File: config.mk
export PLATFORM = sky130hd
export DESIGN_NAME = flow_trace_recorder
export DESIGN_NICKNAME = d
export VERILOG_FILES = /design/src/rtl/ftr_pkg.sv /design/src/rtl/ftr_flow_detect.sv /design/src/rtl/ftr_pkt_writer.sv /design/src/rtl/ftr_ram_arb.sv /design/src/rtl/flow_trace_recorder.sv
export SDC_FILE = /design/constraint.sdc
export NUM_CORES = 1
export LEC_CHECK = 0
export BUFFER_PORTS_ARGS = -buffer_cell sky130_fd_sc_hd__buf_2
export CORE_MARGIN = 8
export CORE_UTILIZATION = 59
export CTS_CLUSTER_SIZE = 8
export DETAILED_ROUTE_END_ITERATION = 16
export PLACE_DENSITY = 0.91
export RECOVER_POWER = 100
export REMOVE_ABC_BUFFERS = 1
export SLEW_MARGIN = 0
export SYNTH_ARGS = -nofsm -noshare
export SYNTH_HDL_FRONTEND = slang
export SYNTH_SLANG_ARGS = --single-unit
export TNS_END_PERCENT = 20
File: constraint.sdc
create_clock -name clk -period 11.5 [get_ports clk]
set_clock_uncertainty 0.15 [all_clocks]
set_input_delay 1.15 -clock clk [delete_from_list [all_inputs] [get_ports clk]]
set_output_delay 1.15 -clock clk [all_outputs]
set_load 0.02 [all_outputs]
File: src/rtl/ftr_pkg.sv
package ftr_pkg;
    localparam int WORD_W    = 32;
    localparam int WORD_STEP = WORD_W / 8;
    localparam int PKT_STEP  = 2 * WORD_STEP;

    typedef enum logic [1:0] {
        WR_IDLE,
        WR_SRC,
        WR_DST
    } wr_state_e;

    typedef struct packed {
        logic [WORD_W-1:0] src;
        logic [WORD_W-1:0] dst;
    } trace_pkt_t;
endpackage

File: src/rtl/ftr_flow_detect.sv
module ftr_flow_detect
    import ftr_pkg::*;
(
    input  logic              clk,
    input  logic              rst_n,
    input  logic              pc_valid,
    input  logic [WORD_W-1:0] pc_addr,
    input  logic              pc_wide,
    output logic              nonseq,
    output logic [WORD_W-1:0] prev_pc
);
    logic              last_wide;
    logic              have_last;
    logic [WORD_W-1:0] seq_next;

    always_ff @(posedge clk) begin
        if (!rst_n) begin
            prev_pc   <= '0;
            last_wide <= 1'b0;
            have_last <= 1'b0;
        end else if (pc_valid) begin
            prev_pc   <= pc_addr;
            last_wide <= pc_wide;
            have_last <= 1'b1;
        end
    end

    always_comb begin
        seq_next = prev_pc + (last_wide ? WORD_W'(4) : WORD_W'(2));
        nonseq   = pc_valid && have_last && (pc_addr != seq_next);
    end

    assert_prev_tracks_R10: assert property (@(posedge clk) disable iff (!rst_n)
        pc_valid |=> (prev_pc == $past(pc_addr)));
endmodule

File: src/rtl/ftr_pkt_writer.sv
module ftr_pkt_writer
    import ftr_pkg::*;
#(
    parameter int SZ_W = 5
) (
    input  logic              clk,
    input  logic              rst_n,
    input  logic              trace_en,
    input  logic              nonseq,
    input  logic              pc_exc,
    input  logic [WORD_W-1:0] prev_pc,
    input  logic [WORD_W-1:0] pc_addr,
    input  logic [WORD_W-1:0] win_base,
    input  logic [SZ_W-1:0]   win_szlog,
    output logic              trc_we,
    output logic [WORD_W-1:0] trc_addr,
    output logic [WORD_W-1:0] trc_wdata,
    output logic              busy,
    output logic [WORD_W-1:0] wr_ptr,
    output logic              wrapped
);
    localparam logic [WORD_W-1:0] ONE = WORD_W'(1);

    wr_state_e         state, state_nx;
    trace_pkt_t        pkt;
    logic              run_start;
    logic              capture;
    logic [WORD_W-1:0] offset, offset_nx, win_mask;

    always_comb begin
        win_mask  = (ONE << win_szlog) - ONE;
        offset_nx = (offset + WORD_W'(PKT_STEP)) & win_mask;
        capture   = 1'b0;
        state_nx  = state;
        unique case (state)
            WR_IDLE: if (trace_en && nonseq) begin
                capture  = 1'b1;
                state_nx = WR_SRC;
            end
            WR_SRC:  state_nx = WR_DST;
            WR_DST:  state_nx = WR_IDLE;
            default: state_nx = WR_IDLE;
        endcase
    end

    always_ff @(posedge clk) begin
        if (!rst_n) state <= WR_IDLE;
        else        state <= state_nx;
    end

    always_ff @(posedge clk) begin
        if (!rst_n) begin
            pkt       <= '0;
            run_start <= 1'b1;
            offset    <= '0;
            wrapped   <= 1'b0;
        end else begin
            if (capture) begin
                pkt.src <= (prev_pc & ~ONE) | WORD_W'(pc_exc);
                pkt.dst <= (pc_addr & ~ONE) | WORD_W'(run_start);
            end
            if (!trace_en)    run_start <= 1'b1;
            else if (capture) run_start <= 1'b0;
            if (state == WR_DST) begin
                offset <= offset_nx;
                if (offset_nx == '0) wrapped <= 1'b1;
            end
        end
    end

    always_comb begin
        wr_ptr    = win_base + offset;
        trc_we    = 1'b0;
        trc_addr  = wr_ptr;
        trc_wdata = pkt.src;
        unique case (state)
            WR_IDLE: ;
            WR_SRC:  trc_we = 1'b1;
            WR_DST: begin
                trc_we    = 1'b1;
                trc_addr  = wr_ptr + WORD_W'(WORD_STEP);
                trc_wdata = pkt.dst;
            end
            default: ;
        endcase
        busy = trc_we;
    end

    assert_word_pair_R3: assert property (@(posedge clk) disable iff (!rst_n)
        (state == WR_SRC) |=> (state == WR_DST));
    assert_word_step_R3: assert property (@(posedge clk) disable iff (!rst_n)
        (state == WR_SRC) |=> (trc_addr == $past(trc_addr) + WORD_W'(WORD_STEP)));
    assert_wrap_sticky_R6: assert property (@(posedge clk) disable iff (!rst_n)
        wrapped |=> wrapped);
    assert_quiet_when_off_R9: assert property (@(posedge clk) disable iff (!rst_n)
        (!trace_en && state == WR_IDLE) |=> (state == WR_IDLE));
endmodule

File: src/rtl/ftr_ram_arb.sv
module ftr_ram_arb
    import ftr_pkg::*;
(
    input  logic              trc_we,
    input  logic [WORD_W-1:0] trc_addr,
    input  logic [WORD_W-1:0] trc_wdata,
    input  logic              bus_req,
    input  logic              bus_we,
    input  logic [WORD_W-1:0] bus_addr,
    input  logic [WORD_W-1:0] bus_wdata,
    output logic              bus_ready,
    output logic              ram_en,
    output logic              ram_we,
    output logic [WORD_W-1:0] ram_addr,
    output logic [WORD_W-1:0] ram_wdata
);
    always_comb begin
        bus_ready = !trc_we;
        if (trc_we) begin
            ram_en    = 1'b1;
            ram_we    = 1'b1;
            ram_addr  = trc_addr;
            ram_wdata = trc_wdata;
        end else begin
            ram_en    = bus_req;
            ram_we    = bus_req && bus_we;
            ram_addr  = bus_addr;
            ram_wdata = bus_wdata;
        end
    end
endmodule

File: src/rtl/flow_trace_recorder.sv
module flow_trace_recorder
    import ftr_pkg::*;
#(
    parameter int SZ_W = 5
) (
    input  logic              clk,
    input  logic              rst_n,
    input  logic              trace_en,
    input  logic [WORD_W-1:0] win_base,
    input  logic [SZ_W-1:0]   win_szlog,
    input  logic              pc_valid,
    input  logic [WORD_W-1:0] pc_addr,
    input  logic              pc_wide,
    input  logic              pc_exc,
    input  logic              bus_req,
    input  logic              bus_we,
    input  logic [WORD_W-1:0] bus_addr,
    input  logic [WORD_W-1:0] bus_wdata,
    output logic [WORD_W-1:0] bus_rdata,
    output logic              bus_ready,
    output logic              ram_en,
    output logic              ram_we,
    output logic [WORD_W-1:0] ram_addr,
    output logic [WORD_W-1:0] ram_wdata,
    input  logic [WORD_W-1:0] ram_rdata,
    output logic [WORD_W-1:0] wr_ptr,
    output logic              wrapped
);
    logic              nonseq, trc_we, busy;
    logic [WORD_W-1:0] prev_pc, trc_addr, trc_wdata;

    ftr_flow_detect u_detect (
        .clk(clk), .rst_n(rst_n), .pc_valid(pc_valid), .pc_addr(pc_addr),
        .pc_wide(pc_wide), .nonseq(nonseq), .prev_pc(prev_pc)
    );

    ftr_pkt_writer #(.SZ_W(SZ_W)) u_writer (
        .clk(clk), .rst_n(rst_n), .trace_en(trace_en), .nonseq(nonseq),
        .pc_exc(pc_exc), .prev_pc(prev_pc), .pc_addr(pc_addr),
        .win_base(win_base), .win_szlog(win_szlog), .trc_we(trc_we),
        .trc_addr(trc_addr), .trc_wdata(trc_wdata), .busy(busy),
        .wr_ptr(wr_ptr), .wrapped(wrapped)
    );

    ftr_ram_arb u_arb (
        .trc_we(trc_we), .trc_addr(trc_addr), .trc_wdata(trc_wdata),
        .bus_req(bus_req), .bus_we(bus_we), .bus_addr(bus_addr),
        .bus_wdata(bus_wdata), .bus_ready(bus_ready), .ram_en(ram_en),
        .ram_we(ram_we), .ram_addr(ram_addr), .ram_wdata(ram_wdata)
    );

    assign bus_rdata = ram_rdata;

    assert_bus_held_R7: assert property (@(posedge clk) disable iff (!rst_n)
        busy |-> (!bus_ready && ram_we));
endmodule

==> results.txt, run 1 <==
The number of I/O port buffers is 240. The sequential element share of the synthesized area came out at 23.8%. The number of hold buffers added after CTS came out at 0. The total half-perimeter wirelength after legalization and detailed placement came out at 24.5 mm. After technology mapping, the gate count stands at 1485. The initial antenna violation count came out at 1. The summed instance area of the synthesized netlist is 11300 um^2.

The final reports fail on capacitance limit, slew limit. The number of global-route vias before repair came out at 11253. Max-cap violations in this run came to 5. The final count of pins violating max slew is 239. The reported leakage power is 4.84 nW.

The tree is rooted in a sky130_fd_sc_hd__clkbuf_16. STA classifies the critical path startpoint as a flip-flop. The top-level port count came out at 305. The first-pass GRT wire length came out at 53.1 mm. Setup repair after global routing left no endpoint under its margin.

The initial cell density of the core is 60.2%. After clock tree synthesis, the clock-pin slew on the worst setup and hold paths is 0.06 ns. The number of antenna cells inserted is 0. The synthesis-to-finish area growth is 11.7%. The multi-input combinational cells in the finished layout cover a total of 7790 um^2. The relative slew slack is -146%.

The final standard cell count with taps included and fillers excluded is 1872. The first TritonRoute pass finished after 5 iterations. The area taken by flip-flops and latches came out at 2680 um^2. The setup total negative slack came out at 0 ns. The distinct cell type count after synthesis came out at 77.

The count of flip-flops with a built-in enable after synthesis is 0. The buffers inserted during post-CTS setup optimization is 0. In this run the mean area of a mapped cell was 7.58 um^2. The floorplan die width is 154 um. The share of the synthesized area in the top cell type came out at 23.8%. The most instantiated flip-flop cell in the synthesis netlist is sky130_fd_sc_hd__dfxtp_1.

The instance count after placement with tap cells included is 1841. The die covers 23800 um^2. The routed length per instance came out at 17.6 um.

The arrival time of the worst setup path is 6.09 ns. The via count is 11337. After synthesis, the cell types taking the most area are sky130_fd_sc_hd__dfxtp_1 24%, sky130_fd_sc_hd__mux2i_1 13%, sky130_fd_sc_hd__nand2_1 7.3%. The final net count came out at 1840.

The worst slack on hold paths came out at 0.307 ns. The core box area is 18700 um^2. The flow ran to the end, but the final reports show violations.

The number of levels the H-tree was split into is 4. The number of nets with antenna violations after detailed routing is 0. After detailed routing, the total wire length is 32.9 mm. The setup path with the least slack is of type flip-flop to primary output. The number of endpoints with negative hold slack in the final report was 0.

The period utilization came out at 64.2%. The number of DRC markers after the initial detailed-route iteration came out at 886. The total routing resource utilization after global routing came out at 26.4%. The biggest area contributor in the post-synthesis netlist is sky130_fd_sc_hd__dfxtp_1. After layout, the minimum clock period comes to 7.39 ns. The worst vdd rail ir drop came out at 0.0903 mV. The post-synthesis register bit count came out at 134.

Based on the critical path, the design can be clocked at up to 135 MHz. At the end of routability-driven placement, the weighted congestion stood at 0.995. The clock latency on the worst-skew pair is 0.42 ns.

The residual overflow from global routing is 0. The standard-cell row count came out at 50. The type of element capturing the critical path is a primary output.

The path class of the tightest hold or removal check is flip-flop to flip-flop. After detailed routing, the number of remaining DRC violations is 0. The height of the die is 154 um. The filler cell count in the final layout is 1575.

Entering global routing, the biggest net connects 130 pins. Counting flops with an async set or reset pin after synthesis yields a share of 0%. In the layout the commonest cells are 220 x sky130_fd_sc_hd__nand2_1, 149 x sky130_fd_sc_hd__mux2i_1, 147 x sky130_fd_sc_hd__buf_2.

The post-route core utilization is 67.2%. The number of failing setup endpoints in the final timing report is 0. The most common cell after layout, fill and taps aside is sky130_fd_sc_hd__nand2_1. The clock tree buffer depth came out at 2.

In the final layout, the share of cells above drive strength 1 is 12.1%. In the routed layout, each cell is associated on average with a via count of 6.06. Dividing total power by cell area gives a power density of 103 nW/um^2.

Walking the worst path, the cells encountered are inv_1 > ha_1 > clkbuf_1 > inv_1 > xnor2_1 > mux2_2 > clkbuf_1. The number of buffers created by CTS is 17. The count of instances resized after the clock tree is built is 0. The top fanout value on the critical path came out at 45. On the critical path, the stage with the largest delay is an instance of sky130_fd_sc_hd__clkbuf_1. The maximum cell stage delay along the critical path is 2.01 ns.

Counting every sink on the clock net gives 134. The sum of internal, switching and leakage power is 1.29 mW. TritonCTS built the clock tree. The data required time of the worst path is 10.20 ns. For the pin with the worst max-slew slack, the measured transition is 3.69 ns. The Yosys warning count came out at 0.
## path summary, 6_finish.rpt
| check | slack, ns | to | from | cells past startpoint |
|---|---|---|---|---|
| setup / recovery | 4.11 | ram_addr[2] | u_writer.state[0]$_SDFFE_PN0P_ | 7 |
| hold / removal | 0.31 | u_writer.pkt[62]$_SDFFE_PN0P_ | u_writer.pkt[62]$_SDFFE_PN0P_ | 2 |
| setup reg to reg | 4.52 | u_writer.pkt[15]$_SDFFE_PN0P_ | u_detect.last_wide$_SDFFE_PN0P_ | 13 |
| hold reg to reg | 0.31 | u_writer.pkt[62]$_SDFFE_PN0P_ | u_writer.pkt[62]$_SDFFE_PN0P_ | 2 |
## registers in the layout, indices dropped and copies added (netlist names)
name	count
u_detect.have_last	1
u_writer.wrapped	1
u_writer.run_start	1
u_detect.last_wide	1
u_writer.offset	32
u_writer.pkt	64
u_writer.state	2
u_detect.prev_pc	32
## through the flow
step	setup slack (ns)	cell area [um^2]
after detailed placement	5.01	12200
after global routing	3.75	12600
final	4.11	12600
after global placement	5.12	12200
after floorplan	5.22	10600
after CTS	5.00	12800
## synthesized netlist by cell type (10+ instances only)
cell,count
sky130_fd_sc_hd__o21a_1,10
sky130_fd_sc_hd__mux2i_1,149
sky130_fd_sc_hd__nor4_1,19
sky130_fd_sc_hd__and2_1,12
sky130_fd_sc_hd__nor3_1,40
sky130_fd_sc_hd__xor2_1,44
sky130_fd_sc_hd__nand2_1,220
sky130_fd_sc_hd__nand3_1,34
sky130_fd_sc_hd__a21oi_1,116
sky130_fd_sc_hd__a31oi_1,11
sky130_fd_sc_hd__clkbuf_1,72
sky130_fd_sc_hd__o21ai_0,44
sky130_fd_sc_hd__xnor2_1,61
sky130_fd_sc_hd__inv_1,29
sky130_fd_sc_hd__nand4_1,34
sky130_fd_sc_hd__ha_1,39
sky130_fd_sc_hd__a21o_1,11
sky130_fd_sc_hd__dfxtp_1,134
sky130_fd_sc_hd__and3_1,24
sky130_fd_sc_hd__nor2b_1,61
sky130_fd_sc_hd__o211ai_1,11
sky130_fd_sc_hd__nor2_1,108
sky130_fd_sc_hd__buf_4,33
## area by class of cell
class                   instances  area share, %
multi-input cells            1197           61.9
flip-flops and latches        134           21.3
inverters                      31          0.925
clock inverters                11           1.00
repair buffers                245           8.83
well taps                     234           2.33
clock buffers                  20           3.63
## routing by layer
layer,wire length (um),track usage [%],part of all wire (%)
met4,866,10.4,2.6
met5,14,0.864,0.043
met2,15400,45.1,47
met3,2660,7.34,8.1
met1,14000,30.8,42
## report_power, final
part / total (mW) / internal (mW) / switching (mW) / leakage (nW)
sequential: 0.491 / 0.477 / 0.0146 / 1.09
combinational: 0.264 / 0.0997 / 0.164 / 3.47
clock: 0.535 / 0.330 / 0.206 / 0.274
total: 1.29 / 0.906 / 0.385 / 4.84
## cell families (layout without fill, tap and decap cells)
| kind of cell | count (synthesis) | count (layout) | share of synthesized area [%] |
|---|---|---|---|
| and+or+nand+nor | 607 | 607 | 26.3 |
| AOI/OAI and AO/OA | 288 | 288 | 16.3 |
| muxes | 156 | 156 | 14.0 |
| buffers and inverters | 154 | 307 | 6.71 |
| DFF | 134 | 134 | 23.8 |
| xor gates and xnor gates | 105 | 105 | 8.17 |
| adders and majority gates | 41 | 41 | 4.69 |
## critical path, delay by kind of cell, from the launching register on
family                     cells  cell delay, ns
buffers and inverters          4            3.45
adders and majority gates      1            1.18
xor gates and xnor gates       1            0.38
DFF                            1            0.31
muxes                          1            0.28
(Power assumes the default switching activity.)
==> run 2, diff against run 1 <==
CORE_UTILIZATION = 54   (was 59)
PLACE_DENSITY = 0.85   (was 0.91)
clock period = 6.95 ns   (was 11.5 ns; I/O delays follow)
==> run 2 against run 1 <==
Effect of this change: the run still ends with capacitance limit, slew limit left; global-route usage decreased by 2.5 points; via count decreased by 0.84%; critical path depth increased by 6; utilization decreased by 6.3 points; setup slack got worse by 3.3 ns; clock power increased by 64%; clock-buffer cell count decreased by 1; design area increased by 0.62%; critical path type is now input pin to primary output; largest cell class unchanged; largest power group unchanged.
==> results.txt, run 2 (synthesis gave the netlist of run 1 again) <==
In this design, the largest share of critical-path delay is due to compound AO/OA/AOI/OAI gates. The buffers inserted during post-CTS setup optimization came out at 0. The highest clock rate came out at 164 MHz.

The first-pass iteration count of the detailed router came out at 6. Data on the critical path is required at its endpoint by 6.11 ns. The worst setup path is launched from an input pin.

The maximum cell stage delay along the critical path came out at 0.73 ns. The count of max-cap constraint violations came out at 5. The critical path is of the input pin to primary output type.

More flip-flops sit in one register than any other, and that register is u_writer.pkt. The met1 track utilization from global routing came out at 27.8%. The overall die area is 25700 um^2. The sum of internal, switching and leakage power came out at 2.12 mW.

The filler cell count in the final layout came out at 1876. The initial cell density of the core came out at 54.2%. The register with the most flip-flops in the layout has 64 of them. The count of nets left with antenna violations once routing finished came out at 0. The largest registers in the layout are u_writer.pkt (64), u_detect.prev_pc (32), u_writer.offset (32). After global routing, the most crowded layer is met2. The post-layout worst setup margin is 0.862 ns. The post-route core utilization is 61.0%. The TritonCTS sink count came out at 134. VDD sags by at most 0.169 mV. The sum of buffers and inverters on the critical path came out at 2. For this design the ratio of total power to cell area is 168 nW/um^2. The number of endpoints with negative hold slack in the final report came to 0. The clock input transition at the sequential cells of the worst setup and hold paths came out at 0.06 ns. The area of all placed cells without fillers is 12700 um^2. The critical path goes through buf_2 > ha_1 > fa_1 > a211oi_1 > o21ai_0 > a221oi_1 > o21ai_0 > xor2_1 > nand4_1 > nor4_2 > a21oi_1 > o31ai_1 > clkbuf_1. The period utilization is 87.6%. The number of cells traversed by the worst hold path came out at 2. Setup repair after global routing left no endpoint under its margin.

The number of cells traversed by the worst register-to-register path is 13. Clock latency on the worst-skew pair, taken at its later pin, is 0.42 ns. The number of vias per cell after detailed routing came out at 5.87. After detailed routing, the average wire length per cell comes to 17.0 um. The synthesis-to-finish area growth is 12.4%. Entering global routing, the biggest net connects 123 pins.

The checks that failed: capacitance limit, slew limit. The reported leakage power is 4.85 nW. Port buffering added 240 buffers. The met2 usage in global routing is 41.1%.

The met3 track demand over resource in global routing came out at 7.50%. The slack of the worst reg-to-reg path came out at 1.11 ns. TritonCTS built the clock tree. The first-pass GRT wire length is 52.0 mm. The worst register-to-register path ends at u_writer.pkt[39]$_SDFFE_PN0P_. The arrival time of the worst setup path came out at 5.24 ns.

The top-level port count came out at 305. The largest individual stage delay along the critical path comes from the cell sky130_fd_sc_hd__nor4_2. The count of cell instances traversed by the critical path came out at 13.

The run finished, with violations left. The number of levels the H-tree was split into is 4. The standard-cell row count came out at 53. At the pin with the least slew margin, the transition time is 2.60 ns. Leaving out fill and tap cells, the most frequent cell in the layout is sky130_fd_sc_hd__nand2_1.

The count of unresolved DRC violations after routing came out at 0. The number of DRC markers after the initial detailed-route iteration came out at 816. The cell with the most instances on the worst path is sky130_fd_sc_hd__o21ai_0. The worst setup path is captured at a primary output.

The standard cell area after detailed placement is 12200 um^2. The via count came out at 11242. The final critical-path required period came out at 6.09 ns.

The relative slew slack is -73.6%. The count of instances resized after the clock tree is built is 0. The final net count came out at 1840.

After detailed routing, the total wire length is 32.6 mm. In this run the worst setup path terminates at ram_addr[27]. The fraction of final layout cells with drive strength greater than 1 is 12.4%. The total routing resource utilization after global routing came out at 24.0%. The initial antenna violation count came out at 2.

The clock tree buffer depth is 2. In this run, CTS created clock tree buffers numbering 17. The floorplan step defined a core boundary enclosing 20800 um^2. Global routing finished with a remaining overflow of 0.

The height of the die came out at 160 um. The critical path starts at win_base[0]. The total half-perimeter wirelength after legalization and detailed placement came out at 24.6 mm. The number of failing setup endpoints in the final timing report came out at 0. The worst setup slack after placement came out at 1.37 ns. The number of global-route vias before repair came out at 10723. The number of hold buffers added after CTS was 0.

Of all nets on the critical path, the largest fanout is 8. The final count of pins violating max slew came out at 238. The path class of the tightest hold or removal check is flip-flop to flip-flop. The startpoint identified for the worst register-to-register timing path is u_detect.last_wide$_SDFFE_PN0P_. The top cell types in the final layout, fill and taps aside, are 220 x sky130_fd_sc_hd__nand2_1, 149 x sky130_fd_sc_hd__mux2i_1, 146 x sky130_fd_sc_hd__buf_2.

The congestion estimate from routability-driven global placement came to 0.905. The floorplan die width is 160 um. The clock tree root buffer cell is sky130_fd_sc_hd__clkbuf_16. The setup total negative slack came out at 0 ns.
run 2: area by class of cell:
| type | instances | area, um^2 | share of cell area, % |
|---|---|---|---|
| inverters | 31 | 116 | 0.920 |
| flip-flops and latches | 134 | 2680 | 21.2 |
| clock inverters | 13 | 131 | 1.04 |
| diodes | 1 | 2.50 | 0.0198 |
| multi-input cells | 1197 | 7820 | 61.8 |
| clock buffers | 19 | 443 | 3.50 |
| repair buffers | 245 | 1110 | 8.80 |
| well taps | 275 | 344 | 2.72 |
run 2: per-stage QoR:
stage	cells	hold slack, ns
finish	1915	0.307
global route	1915	0.321
CTS	1914	0.308
detailed placement	1882	0.294
global placement	1882	0.277
floorplan	1362	0.270
run 2: how the worst min path moves through the flow:
stage | start | to | slack [ns]
final | u_writer.pkt[30]$_SDFFE_PN0P_ | u_writer.pkt[30]$_SDFFE_PN0P_ | 0.31
after detailed placement | u_detect.have_last$_SDFFE_PN0P_ | u_detect.have_last$_SDFFE_PN0P_ | 0.29
after CTS | u_detect.have_last$_SDFFE_PN0P_ | u_detect.have_last$_SDFFE_PN0P_ | 0.31
after floorplan | u_detect.have_last$_SDFFE_PN0P_ | u_detect.have_last$_SDFFE_PN0P_ | 0.27
after global placement | u_detect.have_last$_SDFFE_PN0P_ | u_detect.have_last$_SDFFE_PN0P_ | 0.28
after global routing | u_writer.pkt[30]$_SDFFE_PN0P_ | u_writer.pkt[30]$_SDFFE_PN0P_ | 0.32
run 2: power by group:
group	total (mW)	switching, mW	internal, mW
logic	0.432	0.269	0.163
registers	0.812	0.0230	0.789
clock network	0.876	0.341	0.535
run 2: routing by layer:
layer | routed length (um) | part of all wire [%] | vias to the layer above
li1 | - | - | 5540
met1 | 13800 | 42 | 5196
met2 | 15400 | 47 | 437
met3 | 2640 | 8.1 | 67
met4 | 672 | 2.1 | 2
met5 | 12 | 0.037 | -
run 2: worst register-to-register path, stage by stage (launching register included):
cell,delay (ns)
sky130_fd_sc_hd__dfxtp_1,0.36
sky130_fd_sc_hd__inv_1,0.07
sky130_fd_sc_hd__ha_1,0.20
sky130_fd_sc_hd__fa_1,0.37
sky130_fd_sc_hd__nand4_1,0.33
sky130_fd_sc_hd__or3_1,0.49
sky130_fd_sc_hd__or4_1,0.56
sky130_fd_sc_hd__mux2_2,0.30
sky130_fd_sc_hd__mux2i_1,0.14
sky130_fd_sc_hd__o32ai_1,0.15
sky130_fd_sc_hd__nand4_1,0.13
sky130_fd_sc_hd__o211a_1,1.61
sky130_fd_sc_hd__buf_4,0.61
sky130_fd_sc_hd__mux2i_1,0.30
